$ cat config.mk
export PLATFORM = sky130hd
export DESIGN_NAME = wdt_dual_clear
export DESIGN_NICKNAME = d
export VERILOG_FILES = /design/src/rtl/wdt_pkg.sv /design/src/rtl/wdt_cfg_hold.sv /design/src/rtl/wdt_clear_ctrl.sv /design/src/rtl/wdt_counter.sv /design/src/rtl/wdt_dual_clear.sv
export SDC_FILE = /design/constraint.sdc
export NUM_CORES = 1
export LEC_CHECK = 0
export BUFFER_PORTS_ARGS = -buffer_cell sky130_fd_sc_hd__buf_2
export CELL_PAD_IN_SITES_DETAIL_PLACEMENT = 0
export CELL_PAD_IN_SITES_GLOBAL_PLACEMENT = 2
export CORE_MARGIN = 4
export CORE_UTILIZATION = 32
export CTS_CLUSTER_SIZE = 25
export DETAILED_ROUTE_END_ITERATION = 8
export PLACE_DENSITY = 0.69
export REMOVE_ABC_BUFFERS = 1
export SLEW_MARGIN = 25
export SYNTH_ARGS = -nofsm -noshare
export SYNTH_HDL_FRONTEND = slang
export SYNTH_SLANG_ARGS = --single-unit
$ cat constraint.sdc
create_clock -name clk -period 2.1 [get_ports clk]
set_input_delay 0.105 -clock clk [delete_from_list [all_inputs] [get_ports clk]]
set_output_delay 0.105 -clock clk [all_outputs]
set_load 0.005 [all_outputs]
$ cat src/rtl/wdt_pkg.sv
package wdt_pkg;
    localparam int WDT_CNT_W   = 15;
    localparam int WDT_BASE_EXP = 12;
    localparam int WDT_PSEL_W  = 2;

    typedef enum logic [1:0] {
        SRC_OFF  = 2'b00,
        SRC_RC   = 2'b01,
        SRC_INSN = 2'b10,
        SRC_OFFX = 2'b11
    } wdt_src_e;

    typedef struct packed {
        wdt_src_e                src;
        logic                    dual;
        logic [WDT_PSEL_W-1:0]   period;
    } wdt_cfg_t;
endpackage

$ cat src/rtl/wdt_cfg_hold.sv
module wdt_cfg_hold
    import wdt_pkg::*;
(
    input  logic     clk,
    input  logic     rst_n,
    input  wdt_cfg_t cfg_i,
    output wdt_cfg_t cfg_q
);
    wdt_cfg_t cfg_d;

    // Transparent capture while reset is held, frozen afterwards.
    always_comb begin
        cfg_d = cfg_q;
        if (!rst_n) begin
            cfg_d = cfg_i;
        end
    end

    always_ff @(posedge clk) begin
        cfg_q <= cfg_d;
    end
endmodule

$ cat src/rtl/wdt_clear_ctrl.sv
module wdt_clear_ctrl (
    input  logic clk,
    input  logic rst_n,
    input  logic enable,
    input  logic dual,
    input  logic clr_single,
    input  logic clr_first,
    input  logic clr_second,
    output logic clr_ok
);
    typedef struct packed {
        logic seen_first;
        logic seen_second;
    } pend_t;

    pend_t pend_d, pend_q;
    logic  got_first, got_second;

    always_comb begin
        pend_d     = pend_q;
        clr_ok     = 1'b0;
        got_first  = pend_q.seen_first  | clr_first;
        got_second = pend_q.seen_second | clr_second;
        if (!enable) begin
            pend_d = '0;
        end else if (dual) begin
            clr_ok = got_first & got_second;
            if (clr_ok) begin
                pend_d = '0;
            end else begin
                pend_d.seen_first  = got_first;
                pend_d.seen_second = got_second;
            end
        end else begin
            clr_ok = clr_single;
            pend_d = '0;
        end
    end

    always_ff @(posedge clk) begin
        if (!rst_n) begin
            pend_q <= '0;
        end else begin
            pend_q <= pend_d;
        end
    end
endmodule

$ cat src/rtl/wdt_counter.sv
module wdt_counter #(
    parameter int CNT_W    = 15,
    parameter int BASE_EXP = 12,
    parameter int PSEL_W   = 2
) (
    input  logic              clk,
    input  logic              rst_n,
    input  logic              enable,
    input  logic              tick,
    input  logic              clear,
    input  logic [PSEL_W-1:0] period,
    output logic              to_evt
);
    localparam int NSEL = 1 << PSEL_W;

    typedef struct packed {
        logic [CNT_W-1:0] cnt;
    } cnt_st_t;

    cnt_st_t st_d, st_q;
    logic [NSEL-1:0] full;
    logic            term;

    // One terminal-count detector per selectable period.
    for (genvar p = 0; p < NSEL; p++) begin : g_term
        assign full[p] = &st_q.cnt[BASE_EXP+p-1:0];
    end

    assign term = full[period];

    always_comb begin
        st_d   = st_q;
        to_evt = 1'b0;
        if (!enable || clear) begin
            st_d.cnt = '0;
        end else if (tick) begin
            if (term) begin
                to_evt   = 1'b1;
                st_d.cnt = '0;
            end else begin
                st_d.cnt = st_q.cnt + 1'b1;
            end
        end
    end

    always_ff @(posedge clk) begin
        if (!rst_n) begin
            st_q <= '0;
        end else begin
            st_q <= st_d;
        end
    end
endmodule

$ cat src/rtl/wdt_dual_clear.sv
module wdt_dual_clear
    import wdt_pkg::*;
#(
    parameter int CNT_W    = WDT_CNT_W,
    parameter int BASE_EXP = WDT_BASE_EXP,
    parameter int PSEL_W   = WDT_PSEL_W
) (
    input  logic              clk,
    input  logic              rst_n,
    input  logic              rc_tick_i,
    input  logic              insn_tick_i,
    input  logic [1:0]        cfg_src_i,
    input  logic              cfg_dual_i,
    input  logic [PSEL_W-1:0] cfg_period_i,
    input  logic              clr_single_i,
    input  logic              clr_first_i,
    input  logic              clr_second_i,
    input  logic              halt_i,
    output logic              wdt_rst_o,
    output logic              wake_o,
    output logic              wdt_to_o
);
    typedef struct packed {
        logic rst_req;
        logic wake_req;
        logic to_flag;
    } out_st_t;

    wdt_cfg_t cfg_in, cfg_q;
    logic     enable, tick, clr_ok, to_evt;
    out_st_t  out_d, out_q;

    assign cfg_in.src    = wdt_src_e'(cfg_src_i);
    assign cfg_in.dual   = cfg_dual_i;
    assign cfg_in.period = cfg_period_i;

    wdt_cfg_hold u_cfg (
        .clk   (clk),
        .rst_n (rst_n),
        .cfg_i (cfg_in),
        .cfg_q (cfg_q)
    );

    always_comb begin
        unique case (cfg_q.src)
            SRC_RC:   begin enable = 1'b1; tick = rc_tick_i;   end
            SRC_INSN: begin enable = 1'b1; tick = insn_tick_i; end
            default:  begin enable = 1'b0; tick = 1'b0;        end
        endcase
    end

    wdt_clear_ctrl u_clr (
        .clk        (clk),
        .rst_n      (rst_n),
        .enable     (enable),
        .dual       (cfg_q.dual),
        .clr_single (clr_single_i),
        .clr_first  (clr_first_i),
        .clr_second (clr_second_i),
        .clr_ok     (clr_ok)
    );

    wdt_counter #(
        .CNT_W    (CNT_W),
        .BASE_EXP (BASE_EXP),
        .PSEL_W   (PSEL_W)
    ) u_cnt (
        .clk    (clk),
        .rst_n  (rst_n),
        .enable (enable),
        .tick   (tick),
        .clear  (clr_ok),
        .period (cfg_q.period),
        .to_evt (to_evt)
    );

    always_comb begin
        out_d = out_q;
        if (!enable) begin
            out_d = '0;
        end else begin
            out_d.rst_req  = to_evt & ~halt_i;
            out_d.wake_req = to_evt &  halt_i;
            if (clr_ok) begin
                out_d.to_flag = 1'b0;
            end else if (to_evt) begin
                out_d.to_flag = 1'b1;
            end
        end
    end

    always_ff @(posedge clk) begin
        if (!rst_n) begin
            out_q <= '0;
        end else begin
            out_q <= out_d;
        end
    end

    assign wdt_rst_o = out_q.rst_req;
    assign wake_o    = out_q.wake_req;
    assign wdt_to_o  = out_q.to_flag;
endmodule

==> results of run 1 <==
## registers in the layout, summed over array words and instances, names as in the netlist
signal        flops
u_cfg.cfg_q       5
u_clr.pend_q      2
u_cnt.st_q       15
wake_o            1
wdt_rst_o         1
wdt_to_o          1
## cell type report
| type | instances | area share (%) |
|---|---|---|
| Clock buffer | 4 | 3.14 |
| Inverter | 5 | 1.31 |
| Multi-Input combinational cell | 76 | 44.6 |
| Sequential cell | 25 | 38.4 |
| Tap cell | 48 | 4.19 |
| Timing Repair Buffer | 20 | 8.38 |
## synth_stat cells (2+ instances only)
master,number
dfxtp_1,20
nor3_2,10
xnor2_1,10
nor2_1,6
nor3_1,6
edfxtp_1,5
inv_1,5
nand4_1,4
ha_1,3
nand2_1,3
o21ai_0,3
a31oi_1,2
buf_2,2
mux2i_1,2
nand3_1,2
nor4_1,2
nor4_4,2
or2_1,2
## per-stage QoR
| stage | area, um2 | util, % |
|---|---|---|
| 2_1_floorplan | 1210 | - |
| 3_3_place_gp | 1360 | 36.8 |
| 3_5_place_dp | 1360 | 36.8 |
| 4_1_cts | 1400 | 38.1 |
| 5_1_grt | 1430 | 38.9 |
| 6_report | 1430 | 38.9 |
## logic make-up (layout without fill, tap and decap cells)
logic type      Yosys count  in the layout  synth area share (%)
compound gates           10             10                  6.36
xor+xnor                 11             11                  7.78
flops                    25             25                  44.4
mux                       2              2                  1.62
buf+inv                   8             29                  3.94
simple gates             50             50                  32.8
fa+ha+maj                 3              3                  3.03
## power by group
part / total [uW] / leakage (uW) / switching [uW] / internal (uW)
clock: 281 / 0.0000228 / 146 / 136
sequential: 504 / 0.000210 / 5.23 / 499
combinational: 75.4 / 0.000314 / 41.3 / 34.0
## metal layers
metal	vias up	track usage, %	wire, um
met5	-	0	0
met4	0	4.47	42
met3	5	1.73	44
met2	11	14.4	1070
met1	410	12.0	1050
li1	440	-	-
## path summary, 6_finish.rpt
path	from	endpoint	slack (ns)	depth (start not counted)
worst max-delay path	u_cfg.cfg_q[3]	wdt_rst_o	0.11	6
worst min-delay path	halt_i	wdt_rst_o	0.007	2
worst min register to register	u_clr.pend_q[1]	u_clr.pend_q[0]	0.46	1
worst max register to register	u_cfg.cfg_q[3]	wdt_rst_o	0.11	6
## critical path, stage by stage (launching register included)
cell	delay (ns)
edfxtp_1	0.36
inv_1	0.05
ha_1	0.35
nand4b_4	0.23
nor4_4	0.35
o211a_4	0.38
nor3b_2	0.20
==> results.sh, run 1 <==
export IMPL_ys_seq_area_share_pct=44.4
export IMPL_viasPerCell=4.87
export IMPL_hpwl_um=1630
export IMPL_outcome="finished clean"
export IMPL_seq_area_um2=551
export IMPL_ys_types=38
export IMPL_nFillCells=384
export IMPL_final_nets=147
export IMPL_die_h_um=70.2
export IMPL_layout_commonest_cell="dfxtp_1"
export IMPL_placed_cells=171
export IMPL_synth_avg_cell_area_um2=11.4
export IMPL_grt_pass1_vias=780
export IMPL_antenna_cells=0
export IMPL_die_w_um=70.2
export IMPL_antenna_found_initial=0
export IMPL_cts_root_buf="clkbuf_8"
export IMPL_drt_iter0_drc=38
export IMPL_final_hold_violation_count=0
export IMPL_critical_path_class="flip-flop to flip-flop"
export IMPL_port_buffers=15
export IMPL_routedWlPerCell_um=12.4
export IMPL_power_total_uw=861
export IMPL_synthTopCellsByArea="dfxtp_1 32%, edfxtp_1 12%, nor3_2 8.1%"
export IMPL_clock_path_buffers=2
export IMPL_grt_usage_pct=9.17
export IMPL_synthArstFlopShare_pct=0
export IMPL_clk_pin_slew_ns=0.08
export IMPL_synth_edf_count=5
export IMPL_cellPowerDensity_nw_per_um2=600
export IMPL_routed_via_count=866
export IMPL_final_layout_size_suffix_gt1_share_pct=30.0
export IMPL_grt_overflow=0
export IMPL_ys_warn_count=0
export IMPL_finalSetupTns_ns=0
export IMPL_synth_area_um2=1240
export IMPL_min_period_ns=1.99
export IMPL_instances_no_fill=178
export IMPL_drt_pass1_iterations=4
export IMPL_post_cts_buffers=0
export IMPL_dpl_worst_slack_ns=0.102
export IMPL_crit_required_ns=2.30
export IMPL_multi_input_area_um2=639
export IMPL_die_area_um2=4930
export IMPL_place_congestion=0.699
export IMPL_cp_start_kind="flip-flop"
export IMPL_most_common_layout_cells="20 x dfxtp_1, 15 x buf_2, 10 x xnor2_1, 10 x nor3_2"
export IMPL_min_period_over_period_pct=94.7
export IMPL_endpoint_kind="flip-flop"
export IMPL_ctsResizeCount=0
export IMPL_drv_cap=0
export IMPL_antenna_left=0
export IMPL_cts_sinks=25
export IMPL_drv_slew=0
export IMPL_cts_max_level=1
export IMPL_drc_errors=0
export IMPL_tritoncts="yes"
export IMPL_area_growth_synth_to_final_pct=15.8
export IMPL_crit_arrival_ns=2.19
export IMPL_synth_area_leader_cell="dfxtp_1"
export IMPL_synth_top_area_share_pct=32.3
export IMPL_vdd_ir_drop_max_mv=0.288
export IMPL_rows=22
export IMPL_grt_first_pass_wirelength_um=3610
export IMPL_rsz0062_at_grt="false"
export IMPL_leakage_uw=0.000547
export IMPL_max_clock_freq_ghz=0.503
export IMPL_cp_max_fo=16
export IMPL_setup_viol=0
export IMPL_tightestPinTransition_ns=0.460
export IMPL_clk_latency_ns=0.26
export IMPL_hold_class="input pin to flip-flop"
export IMPL_hold_ws_ns=0.00687
export IMPL_synth_flop_cell="dfxtp_1"
export IMPL_fin_skew_ns=0.00232
export IMPL_hold_buffers=0
export IMPL_syn_inst=109
export IMPL_worst_slack_ns=0.112
export IMPL_ys_ff_latch=25
export IMPL_slew_headroom_pct=69.3
export IMPL_start_util_pct=33.6
export IMPL_cts_buffers=3
export IMPL_totalWireLength_um=2210
export IMPL_grt_max_degree=18
export IMPL_boundaryPins=16
export IMPL_core_area_um2=3690
(Power assumes the default switching activity.)
==> run 2: changes to the inputs <==
- REMOVE_ABC_BUFFERS: 1 -> not set
==> results.sh, run 2 (synthesized netlist as in run 1, its figures left out) <==
export IMPL_tightestPinTransition_ns=0.345
export IMPL_reg_largest_list="u_cnt.st_q x15, u_cfg.cfg_q x5, u_clr.pend_q x2"
export IMPL_antenna_left=0
export IMPL_drv_cap=0
export IMPL_min_period_over_period_pct=92.2
export IMPL_core_area_um2=3690
export IMPL_grt_max_degree=18
export IMPL_die_area_um2=4930
export IMPL_rsz0062_at_grt="false"
export IMPL_final_nets=152
export IMPL_totalWireLength_um=2330
export IMPL_drv_slew=0
export IMPL_vdd_ir_drop_max_mv=0.376
export IMPL_start_util_pct=33.6
export IMPL_boundaryPins=16
export IMPL_slew_headroom_pct=76.8
export IMPL_tritoncts="yes"
export IMPL_leakage_uw=0.000573
export IMPL_instances_no_fill=183
export IMPL_drt_pass1_iterations=4
export IMPL_cts_buffers=3
export IMPL_die_h_um=70.2
export IMPL_setup_viol=0
export IMPL_antenna_found_initial=0
export IMPL_crit_required_ns=2.25
export IMPL_area_growth_synth_to_final_pct=20.4
export IMPL_cts_root_buf="clkbuf_8"
export IMPL_cp_start_kind="flip-flop"
export IMPL_hpwl_um=1710
export IMPL_routedWlPerCell_um=12.8
export IMPL_grt_pass1_vias=916
export IMPL_final_layout_size_suffix_gt1_share_pct=30.4
export IMPL_max_clock_freq_ghz=0.517
export IMPL_viasPerCell=4.90
export IMPL_clk_latency_ns=0.26
export IMPL_largest_reg_flops=15
export IMPL_min_period_ns=1.94
export IMPL_endpoint_kind="flip-flop"
export IMPL_placed_cells=171
export IMPL_hold_class="input pin to flip-flop"
export IMPL_grt_usage_pct=10.5
export IMPL_die_w_um=70.2
export IMPL_layout_commonest_cell="dfxtp_1"
export IMPL_rows=22
export IMPL_drc_errors=0
export IMPL_crit_arrival_ns=2.09
export IMPL_largest_register="u_cnt.st_q"
export IMPL_place_congestion=0.754
export IMPL_cellPowerDensity_nw_per_um2=581
export IMPL_final_hold_violation_count=0
export IMPL_port_buffers=15
export IMPL_outcome="finished clean"
export IMPL_cts_max_level=1
export IMPL_grt_overflow=0
export IMPL_cp_max_fo=10
export IMPL_fin_skew_ns=0.00258
export IMPL_finalSetupTns_ns=0
export IMPL_syn_nets=125
export IMPL_critical_path_class="flip-flop to flip-flop"
export IMPL_antenna_cells=0
export IMPL_routed_via_count=897
export IMPL_clk_pin_slew_ns=0.08
export IMPL_hold_ws_ns=0.0242
export IMPL_grt_first_pass_wirelength_um=4150
export IMPL_cts_sinks=25
export IMPL_final_core_util_pct=40.4
export IMPL_clock_path_buffers=2
export IMPL_drt_iter0_drc=44
export IMPL_most_common_layout_cells="20 x dfxtp_1, 15 x buf_2, 10 x xnor2_1, 10 x nor3_2"
-- run 2: power by group --
part | switching (uW) | internal (uW)
Clock | 146 | 136
Sequential | 5.34 | 499
Combinational | 42.3 | 37.6
Total | 194 | 672
-- run 2: layer usage --
layer | wire length [um] | vias up | part of all wire (%) | track usage, %
met5 | 0 | - | 0 | 0
met4 | 17 | 0 | 0.73 | 3.19
met2 | 1160 | 16 | 50 | 17.1
li1 | - | 451 | - | -
met1 | 1080 | 428 | 46 | 13.2
met3 | 85 | 2 | 3.6 | 3.02
-- run 2: layout make-up --
type / instances / area (um2)
Inverter: 5 / 18.8
Tap cell: 48 / 60.1
Sequential cell: 25 / 551
Timing Repair Buffer: 25 / 178
Clock buffer: 4 / 45.0
Multi-Input combinational cell: 76 / 639
Fill cell: 375 / 2200
-- run 2: path summary, 6_finish.rpt --
check               endpoint  slack, ns  depth (start not counted)       startpoint
max            u_cnt.st_q[4]       0.16                          7   u_cfg.cfg_q[3]
min reg2reg  u_clr.pend_q[0]       0.45                          1  u_clr.pend_q[1]
min          u_clr.pend_q[0]       0.02                          2      clr_first_i
max reg2reg    u_cnt.st_q[4]       0.16                          7   u_cfg.cfg_q[3]
-- run 2: worst max-delay path, stage by stage (launching register included) --
cell and delay [ns]:
edfxtp_1 0.36, inv_1 0.05, ha_1 0.34, nand4b_4 0.23, nor4_4 0.38, o211a_4 0.26, buf_12 0.14, nor3_1 0.05
-- run 2: through the flow --
step                area [um2]  setup slack, ns  power, uW
finish                    1490            0.164        866
global route              1490           0.0252        917
CTS                       1440           0.0306        881
detailed placement        1360           0.0615        588
global placement          1360            0.146        586
floorplan                 1240            0.298        561
-- run 2: timing repair --
item | in CTS | in global routing
hold buffers | 4 | 2
endpoints found under the setup margin | 0 | 7
hold endpoints to repair | 4 | 2
gates resized for setup | 0 | 0
buffers inserted | 0 | 2
==> run 3: changes to the inputs <==
- PLACE_DENSITY: 0.69 -> 0.79
==> results.sh, run 3 (synthesized netlist as in run 1, its figures left out) <==
export IMPL_design_area_um2=1460
export IMPL_crit_arrival_ns=2.07
export IMPL_tritoncts="yes"
export IMPL_grt_pass1_vias=845
export IMPL_pwr_share_clk_pct=32.8
export IMPL_fin_skew_ns=0.0121
export IMPL_cts_buffers=3
export IMPL_viasPerCell=4.76
export IMPL_reg_largest_list="u_cnt.st_q x15, u_cfg.cfg_q x5, u_clr.pend_q x2"
export IMPL_rsz0062_at_grt="false"
export IMPL_vdd_ir_drop_max_mv=0.459
export IMPL_final_layout_size_suffix_gt1_share_pct=32.6
export IMPL_final_nets=149
export IMPL_hold_class="input pin to flip-flop"
export IMPL_placed_cells=173
export IMPL_cp_max_fo=10
export IMPL_antenna_found_initial=0
export IMPL_drv_slew=0
export IMPL_die_area_um2=4930
export IMPL_cpPeakStageDelay_ns=0.40
export IMPL_antenna_left=0
export IMPL_p_sw_uw=194
export IMPL_p_comb_share_pct=8.7
export IMPL_cts_max_level=1
export IMPL_layout_commonest_cell="dfxtp_1"
export IMPL_antenna_cells=0
export IMPL_largest_register="u_cnt.st_q"
export IMPL_hpwl_um=1610
export IMPL_drt_pass1_iterations=5
export IMPL_drv_cap=0
export IMPL_leakage_uw=0.000561
export IMPL_rrSetupSlack_ns=0.19
export IMPL_grt_usage_pct=9.94
export IMPL_cp_start_kind="flip-flop"
export IMPL_setup_viol=0
export IMPL_die_w_um=70.2
export IMPL_slew_headroom_pct=76.2
export IMPL_routedWlPerCell_um=12.1
export IMPL_boundaryPins=16
export IMPL_outcome="finished clean"
export IMPL_cts_sinks=25
export IMPL_drc_errors=0
export IMPL_core_area_um2=3690
export IMPL_power_internal_uw=669
export IMPL_placed_cell_area_um2=1370
export IMPL_area_growth_synth_to_final_pct=17.6
export IMPL_clk_latency_ns=0.27
export IMPL_place_congestion=0.794
export IMPL_critical_path_class="flip-flop to flip-flop"
export IMPL_power_frac_seq_pct=58.5
export IMPL_max_clock_freq_ghz=0.524
export IMPL_drt_iter0_drc=63
export IMPL_grt_first_pass_wirelength_um=3880
export IMPL_power_total_uw=863
export IMPL_tightestPinTransition_ns=0.357
export IMPL_largest_reg_flops=15
export IMPL_totalWireLength_um=2170
export IMPL_grt_overflow=0
export IMPL_endpoint_kind="flip-flop"
export IMPL_met2_usage_pct=15.6
export IMPL_die_h_um=70.2
export IMPL_rows=22
export IMPL_sw_frac_of_total_pct=22.5
export IMPL_slowest_stage="edfxtp_1"
export IMPL_hold_ws_ns=0.0140
export IMPL_routed_via_count=856
export IMPL_min_period_ns=1.91
export IMPL_port_buffers=15
export IMPL_finalSetupTns_ns=0
export IMPL_path_cells="ha_1 -> nand4b_4 -> nor4_4 -> o211a_4 -> buf_12 -> nor3_1"
export IMPL_syn_nets=125
export IMPL_met1_usage_pct=13.2
export IMPL_met3_usage_pct=3.60
export IMPL_crit_required_ns=2.26
export IMPL_clock_path_buffers=2
export IMPL_start_util_pct=33.6
export IMPL_ctsResizeCount=0
export IMPL_busiest_layer="met2"
export IMPL_most_common_layout_cells="20 x dfxtp_1, 15 x buf_2, 10 x xnor2_1, 10 x nor3_2"
export IMPL_final_hold_violation_count=0
export IMPL_grt_max_degree=18
export IMPL_cts_root_buf="clkbuf_8"
export IMPL_instances_no_fill=180
export IMPL_min_period_over_period_pct=91.0
export IMPL_cellPowerDensity_nw_per_um2=593
export IMPL_clk_pin_slew_ns=0.09
## run 3: timing repair
| action | CTS | global route |
|---|---|---|
| buffers inserted | 0 | 2 |
| hold buffers | 0 | 1 |
| hold endpoints to repair | 0 | 1 |
| setup endpoints to repair | 0 | 3 |
## run 3: routing by layer
layer,part of all wire (%),vias up,routed length (um)
met5,0,-,0
met4,0.55,0,12
met3,4.7,4,101
met2,45,16,970
met1,50,393,1090
li1,-,443,-
## run 3: power by group through the flow
stage	Combinational [uW]	Sequential (uW)	Clock [uW]
after floorplan	47.0	514	0
after global placement	72.0	515	0
final	75.3	505	283
after global routing	85.0	506	323
after CTS	74.5	505	297
after detailed placement	74.3	516	0
## run 3: cell type report
class	count	area, um2
Sequential cell	25	551
Clock buffer	4	45.0
Fill cell	365	2230
Inverter	5	18.8
Multi-Input combinational cell	76	639
Tap cell	48	60.1
Timing Repair Buffer	22	143
## run 3: critical path: cells and delay by family (launching register included)
kind | cells | cell delay, ns
simple gates | 3 | 0.65
flops | 1 | 0.40
fa+ha+maj | 1 | 0.36
compound gates | 1 | 0.25
buf+inv | 1 | 0.14
## run 3: final timing paths
path	from	end	cells past startpoint
worst max-delay path	u_cfg.cfg_q[4]	u_cnt.st_q[3]	6
worst min-delay path	cfg_dual_i	u_cfg.cfg_q[2]	1
worst max register to register	u_cfg.cfg_q[4]	u_cnt.st_q[3]	6
worst min register to register	u_clr.pend_q[1]	u_clr.pend_q[0]	1
## run 3: through the flow
stage / utilization, % / worst slack, ns
5_1_grt: 39.5 / 0.0532
2_1_floorplan: - / 0.298
3_5_place_dp: 37.2 / 0.0640
3_3_place_gp: 37.2 / 0.144
4_1_cts: 38.5 / 0.0415
6_report: 39.5 / 0.190
